==> config.mk <==
export PLATFORM = sky130hd
export DESIGN_NAME = async_rx_errs
export DESIGN_NICKNAME = d
export VERILOG_FILES = /design/src/rtl/rxe_pkg.sv /design/src/rtl/rxe_sync.sv /design/src/rtl/rxe_framer.sv /design/src/rtl/rxe_holdreg.sv /design/src/rtl/async_rx_errs.sv
export SDC_FILE = /design/constraint.sdc
export NUM_CORES = 1
export LEC_CHECK = 0
export ABC_CLOCK_PERIOD_IN_PS = 2140
export BUFFER_PORTS_ARGS = -buffer_cell sky130_fd_sc_hd__buf_2
export CAP_MARGIN = 10
export CORE_ASPECT_RATIO = 1.4
export CORE_MARGIN = 2
export CORE_UTILIZATION = 40
export CTS_CLUSTER_DIAMETER = 200
export DETAILED_ROUTE_END_ITERATION = 8
export HOLD_SLACK_MARGIN = 0.02
export PLACE_DENSITY = 0.56
export SLEW_MARGIN = 25
export SYNTH_ARGS = -nofsm -noshare
export SYNTH_HDL_FRONTEND = slang
export SYNTH_SLANG_ARGS = --single-unit
==> constraint.sdc <==
create_clock -name clk -period 2.14 [get_ports clk]
set_input_delay 0.214 -clock clk [delete_from_list [all_inputs] [get_ports clk]]
set_output_delay 0.214 -clock clk [all_outputs]
set_load 0.02 [all_outputs]
==> src/rtl/rxe_pkg.sv <==
package rxe_pkg;
  typedef enum logic [2:0] {
    ST_IDLE,
    ST_START,
    ST_DATA,
    ST_PAR,
    ST_STOP
  } rx_st_t;

  function automatic logic maj3(input logic [2:0] v);
    return (v[0] & v[1]) | (v[0] & v[2]) | (v[1] & v[2]);
  endfunction
endpackage

==> src/rtl/rxe_sync.sv <==
module rxe_sync #(
  parameter int STAGES = 2
) (
  input  logic clk,
  input  logic rst_n,
  input  logic din,
  output logic dout
);
  logic [STAGES-1:0] chain;

  always_ff @(posedge clk or negedge rst_n) begin
    if (!rst_n) chain <= '1;
    else        chain <= {chain[STAGES-2:0], din};
  end

  assign dout = chain[STAGES-1];
endmodule

==> src/rtl/rxe_framer.sv <==
module rxe_framer
  import rxe_pkg::*;
#(
  parameter int OVS = 16,
  parameter int DW  = 8
) (
  input  logic          clk,
  input  logic          rst_n,
  input  logic          run,
  input  logic          tick,
  input  logic          line,
  input  logic          len_full,
  input  logic          par_en,
  input  logic          par_odd,
  input  logic          stop2,
  output logic          done,
  output logic [DW-1:0] data,
  output logic          frm_err,
  output logic          par_err
);
  localparam int CW  = $clog2(OVS);
  localparam int BW  = $clog2(DW);
  localparam int MID = OVS / 2;

  rx_st_t        st;
  logic [CW-1:0] cnt;
  logic [2:0]    votes;
  logic [BW-1:0] bidx;
  logic [DW-1:0] shreg;
  logic          pbit;
  logic          sbad;
  logic          stopn;
  logic          v;
  logic [BW-1:0] last_idx;

  assign v        = maj3(votes);
  assign last_idx = len_full ? BW'(DW - 1) : BW'(DW - 2);

  always_ff @(posedge clk or negedge rst_n) begin
    if (!rst_n) begin
      st      <= ST_IDLE;
      cnt     <= '0;
      votes   <= '1;
      bidx    <= '0;
      shreg   <= '0;
      pbit    <= 1'b0;
      sbad    <= 1'b0;
      stopn   <= 1'b0;
      done    <= 1'b0;
      data    <= '0;
      frm_err <= 1'b0;
      par_err <= 1'b0;
    end else begin
      done <= 1'b0;
      if (!run) begin
        st <= ST_IDLE;
      end else if (tick) begin
        if (st == ST_IDLE) begin
          if (!line) begin
            st  <= ST_START;
            cnt <= CW'(1);
          end
        end else begin
          cnt <= cnt + CW'(1);
          if (cnt == CW'(MID - 1)) votes[0] <= line;
          if (cnt == CW'(MID))     votes[1] <= line;
          if (cnt == CW'(MID + 1)) votes[2] <= line;
          if (cnt == CW'(OVS - 1)) begin
            cnt <= '0;
            case (st)
              ST_START: begin
                if (!v) begin
                  st    <= ST_DATA;
                  bidx  <= '0;
                  shreg <= '0;
                  sbad  <= 1'b0;
                  stopn <= 1'b0;
                end else begin
                  st <= ST_IDLE;
                end
              end
              ST_DATA: begin
                shreg[bidx] <= v;
                if (bidx == last_idx) st <= par_en ? ST_PAR : ST_STOP;
                else                  bidx <= bidx + BW'(1);
              end
              ST_PAR: begin
                pbit <= v;
                st   <= ST_STOP;
              end
              ST_STOP: begin
                if (stop2 && !stopn) begin
                  stopn <= 1'b1;
                  sbad  <= sbad | ~v;
                end else begin
                  done    <= 1'b1;
                  data    <= shreg;
                  frm_err <= sbad | ~v;
                  par_err <= par_en && ((^shreg ^ pbit) != par_odd);
                  st      <= ST_IDLE;
                end
              end
              default: st <= ST_IDLE;
            endcase
          end
        end
      end
    end
  end
endmodule

==> src/rtl/rxe_holdreg.sv <==
module rxe_holdreg #(
  parameter int DW = 8
) (
  input  logic          clk,
  input  logic          rst_n,
  input  logic          clr,
  input  logic          done,
  input  logic [DW-1:0] din,
  input  logic          frm_in,
  input  logic          par_in,
  input  logic          rd_lo,
  output logic [DW-1:0] dout,
  output logic          full,
  output logic          req,
  output logic          ovr,
  output logic          frm,
  output logic          par
);
  always_ff @(posedge clk or negedge rst_n) begin
    if (!rst_n) begin
      dout <= '0;
      full <= 1'b0;
      req  <= 1'b0;
      ovr  <= 1'b0;
      frm  <= 1'b0;
      par  <= 1'b0;
    end else begin
      req <= 1'b0;
      if (clr) begin
        full <= 1'b0;
        ovr  <= 1'b0;
        frm  <= 1'b0;
        par  <= 1'b0;
      end else begin
        if (rd_lo) begin
          full <= 1'b0;
          frm  <= 1'b0;
          par  <= 1'b0;
        end
        if (done) begin
          dout <= din;
          full <= 1'b1;
          if (full && !rd_lo) ovr <= 1'b1;
          else                req <= 1'b1;
          if (frm_in) frm <= 1'b1;
          if (par_in) par <= 1'b1;
        end
      end
    end
  end
endmodule

==> src/rtl/async_rx_errs.sv <==
module async_rx_errs #(
  parameter int OVS        = 16,
  parameter int DW         = 8,
  parameter int SYNC_DEPTH = 2
) (
  input  logic          clk,
  input  logic          rst_n,
  input  logic          tick16,
  input  logic          rxd,
  input  logic          rx_en,
  input  logic [2:0]    cfg_mode,
  input  logic          cfg_len8,
  input  logic          cfg_par_en,
  input  logic          cfg_par_odd,
  input  logic          cfg_stop2,
  input  logic          rd_lo,
  output logic [DW-1:0] rx_data,
  output logic          buf_full,
  output logic          rx_req,
  output logic          err_ovr,
  output logic          err_frm,
  output logic          err_par,
  output logic          err_sum
);
  logic          line_s;
  logic          clr;
  logic          f_done;
  logic [DW-1:0] f_data;
  logic          f_frm;
  logic          f_par;

  assign clr = !rx_en || (cfg_mode == 3'b000);

  rxe_sync #(.STAGES(SYNC_DEPTH)) u_sync (
    .clk(clk), .rst_n(rst_n), .din(rxd), .dout(line_s)
  );

  rxe_framer #(.OVS(OVS), .DW(DW)) u_framer (
    .clk(clk), .rst_n(rst_n), .run(!clr), .tick(tick16), .line(line_s),
    .len_full(cfg_len8), .par_en(cfg_par_en), .par_odd(cfg_par_odd),
    .stop2(cfg_stop2), .done(f_done), .data(f_data),
    .frm_err(f_frm), .par_err(f_par)
  );

  rxe_holdreg #(.DW(DW)) u_hold (
    .clk(clk), .rst_n(rst_n), .clr(clr), .done(f_done), .din(f_data),
    .frm_in(f_frm), .par_in(f_par), .rd_lo(rd_lo), .dout(rx_data),
    .full(buf_full), .req(rx_req), .ovr(err_ovr), .frm(err_frm), .par(err_par)
  );

  assign err_sum = err_ovr | err_frm | err_par;
endmodule

==> flow_summary.yaml <==
outcome:
  status: "completed"
cells_and_area:
  fillers: 579
  layout-drive-gt1-share: 0.3086
  syn_to_final_growth_pct: 16.33
  antenna_cells: 0
  fin_nets: 285
synth:
  syn-num-nets: 249
  synth_edf_count: 0
  synth_cells: 232
  syn_avg_cell_area_um2: 11.00
  ys_seq_elements: 50
  synth_top_cell_area_share: 0.4414
  yosysMostFrequentCell: "dfrtp_1"
  ys_top_cells_by_count: "dfrtp_1, mux2_2, o31ai_1"
  synth_top_cells_by_area: "dfrtp_1, mux2_2, dfstp_2"
  async_flop_share: 1.000
  ys.flop_type: "dfrtp_1"
  synth_area_mm2: 0.002551
  synth_top_area_cell: "dfrtp_1"
  synth_cell_types: 51
  ys_warn_count: 0
  seq_area_frac_synth: 0.4929
drt:
  firstDrtPassIters: 5
  drc: 0
  wl_per_cell_um: 15.27
  wl_met3_um: 112
  met1_length_um: 2242
  drt-total-wl_um: 5207
  via_per_inst: 5.648
  top_layer_used: "met4"
  num_vias: 1926
  postRouteAntennaNets: 0
  wl_met2_um: 2739
  drt_iter0_markers: 64
clocking:
  cts_setup_buffers: 0
  numCtsBuffers: 5
  numClockSinks: 50
  cts_root_buf: "clkbuf_8"
  cts_tree: "done"
  cts_max_path_buffers: 2
  clkLatencyLatePin_ps: 300
  clk_pin_slew_worst_paths_ps: 90
  htreeDepth: 2
power:
  vdd_drop_max_uv: 283.3
  power_density_mw_per_mm2: 631.9
  leakage_nw: 1.375
  total_power_mw: 1.875
global_routing:
  grt_pass1_wl_um: 8970
  globalRouteTotalUtil: 0.1601
  antenna_found_initial: 0
  grt_max_degree: 35
  grt.overflow.total: 0
  first_global_vias: 1877
timing:
  worst_pin_slew_ps: 576.9
  hold_viol_final: 0
  finalCritPeriodShare: 0.8986
  setup_viol: 0
  relSlewSlack: 0.6121
  fin_crit_ps: 1923
  rsz0062_at_grt: "false"
  fmax_mhz: 520.0
  finalMaxSlewViolations: 0
  fin_setup_tns_ps: 0
  clock_skew_ps: 3.595
setup_path:
  crit_fanout: 13
  path_delay_family: "simple AND/OR/NAND/NOR gates"
  endpoint_kind: "flop"
  cp_data_arrival_time_ps: 2120
  crit_chain: "or3b_1, nor3_4, o311ai_4, mux2_2"
  path_class: "flop to flop"
  max_stage_delay_ps: 550
  cp-start-kind: "flop"
  critical_path_buf_inv_count: 0
  crit_required_ps: 2340
  crit_slowest_cell: "or3b_1"
min_path:
  min-delay-path-class: "primary input to flop"
job:
  cap_violations: 0
placed_design:
  dp_hpwl_um: 3824
  gp_congestion: 0.8475
  numPortBuffers: 26
die:
  initial_core_util: 0.4108
  die-width_um: 71.50
  fp-row-count: 34
  fp.coreArea_mm2: 0.006211
  chipHeight_um: 98.50
  io-pin-count: 27
  die-area_mm2: 0.007042
-- flip-flops by register name, indices dropped and copies added, names as in the netlist, 2 cells and up --
name and count:
u_framer.shreg 8, u_framer.bidx 3, u_framer.st 3, u_framer.votes 3, u_sync.chain 2, u_framer.cnt 4, u_hold.dout 8, u_framer.data 8
-- timing repair --
action,in CTS,in global routing
resized for setup,0,2
endpoints found under the hold margin,17,0
hold buffers,2,0
endpoints found under the setup margin,0,2
-- power by group --
part | switching (mW) | internal, mW | leakage (nW)
logic | 0.121 | 0.0812 | 0.651
clock network | 0.320 | 0.349 | 0.0514
registers | 0.0322 | 0.972 | 0.673
-- cell usage in the layout (no fill, tap or decap), types with 2 or more instances in the layout --
cell type and count:
dfrtp_1 45, mux2_2 21, or3_1 2, o31a_1 2, xnor2_1 8, nor2b_1 5, nand2_1 9, o21ai_1 2
ha_1 4, nand2b_1 4, buf_2 26, clkbuf_8 5, nor4_1 2, a21oi_1 10, nor2_1 12, nand4_1 7
o41ai_1 5, a21boi_0 2, nor3_1 4, buf_4 13, dfstp_2 5, a31o_2 3, o31ai_1 13, inv_1 10
dlygate4sd3_1 2, a311oi_1 2, a22oi_1 2, a31oi_1 4, o21ai_0 7, nand3_1 6
-- worst min-delay path: stages --
cell and delay, ps:
buf_2 90, nor2b_1 60, nor2_1 70
-- through the flow --
step	instance area, um2	std cells	hold WS (ps)	util	setup slack, ps
after floorplan	2551	232	-81.59	-	298.9
after global placement	2831	331	172.4	0.4559	213.5
after detailed placement	2831	331	185.4	0.4559	146.6
after CTS	2962	341	162.4	0.4768	116.3
after global routing	2968	341	176.9	0.4778	45.33
final	2968	341	167.5	0.4778	217.0
-- path summary, 6_finish.rpt --
check | to | start | depth (start not counted) | slack [ps]
max in group asynchronous | u_framer.votes[0] | rst_n | 3 | 1180
setup reg to reg | u_framer.data[1] | u_framer.st[1] | 4 | 220
hold / removal | u_hold.req | rd_lo | 3 | 170
min in group asynchronous | u_framer.bidx[0] | rst_n | 2 | 370
setup / recovery | u_framer.data[1] | u_framer.st[1] | 4 | 220
hold reg to reg | u_sync.chain[1] | u_sync.chain[0] | 0 | 360
-- cell type report --
type                       instances  area [um2]  area share
clock inverter                     2       37.54     0.01265
clock buffer                       6       72.57     0.02445
inverter                          10       37.54     0.01265
timing repair buffer              42       267.8     0.09022
tap                               72       90.09     0.03035
sequential                        50        1257      0.4237
multi-input combinational        159        1205      0.4060
-- cell families (layout without fill, tap and decap cells) --
family          Yosys count  after routing  synth area share
xor+xnor                  9              9           0.03629
fa+ha+maj                 5              5           0.02354
compound gates           62             62            0.1800
flops                    50             50            0.4929
buf+inv                  23             60           0.03728
mux                      21             21           0.09269
simple gates             62             62            0.1373
-- routing by layer --
metal / vias up / track usage
met1: 954 / 0.1966
met4: 0 / 0.06386
met3: 7 / 0.02454
li1: 937 / -
met2: 28 / 0.2778
met5: - / 0
Note: power is estimated with default switching activity, not from simulation.
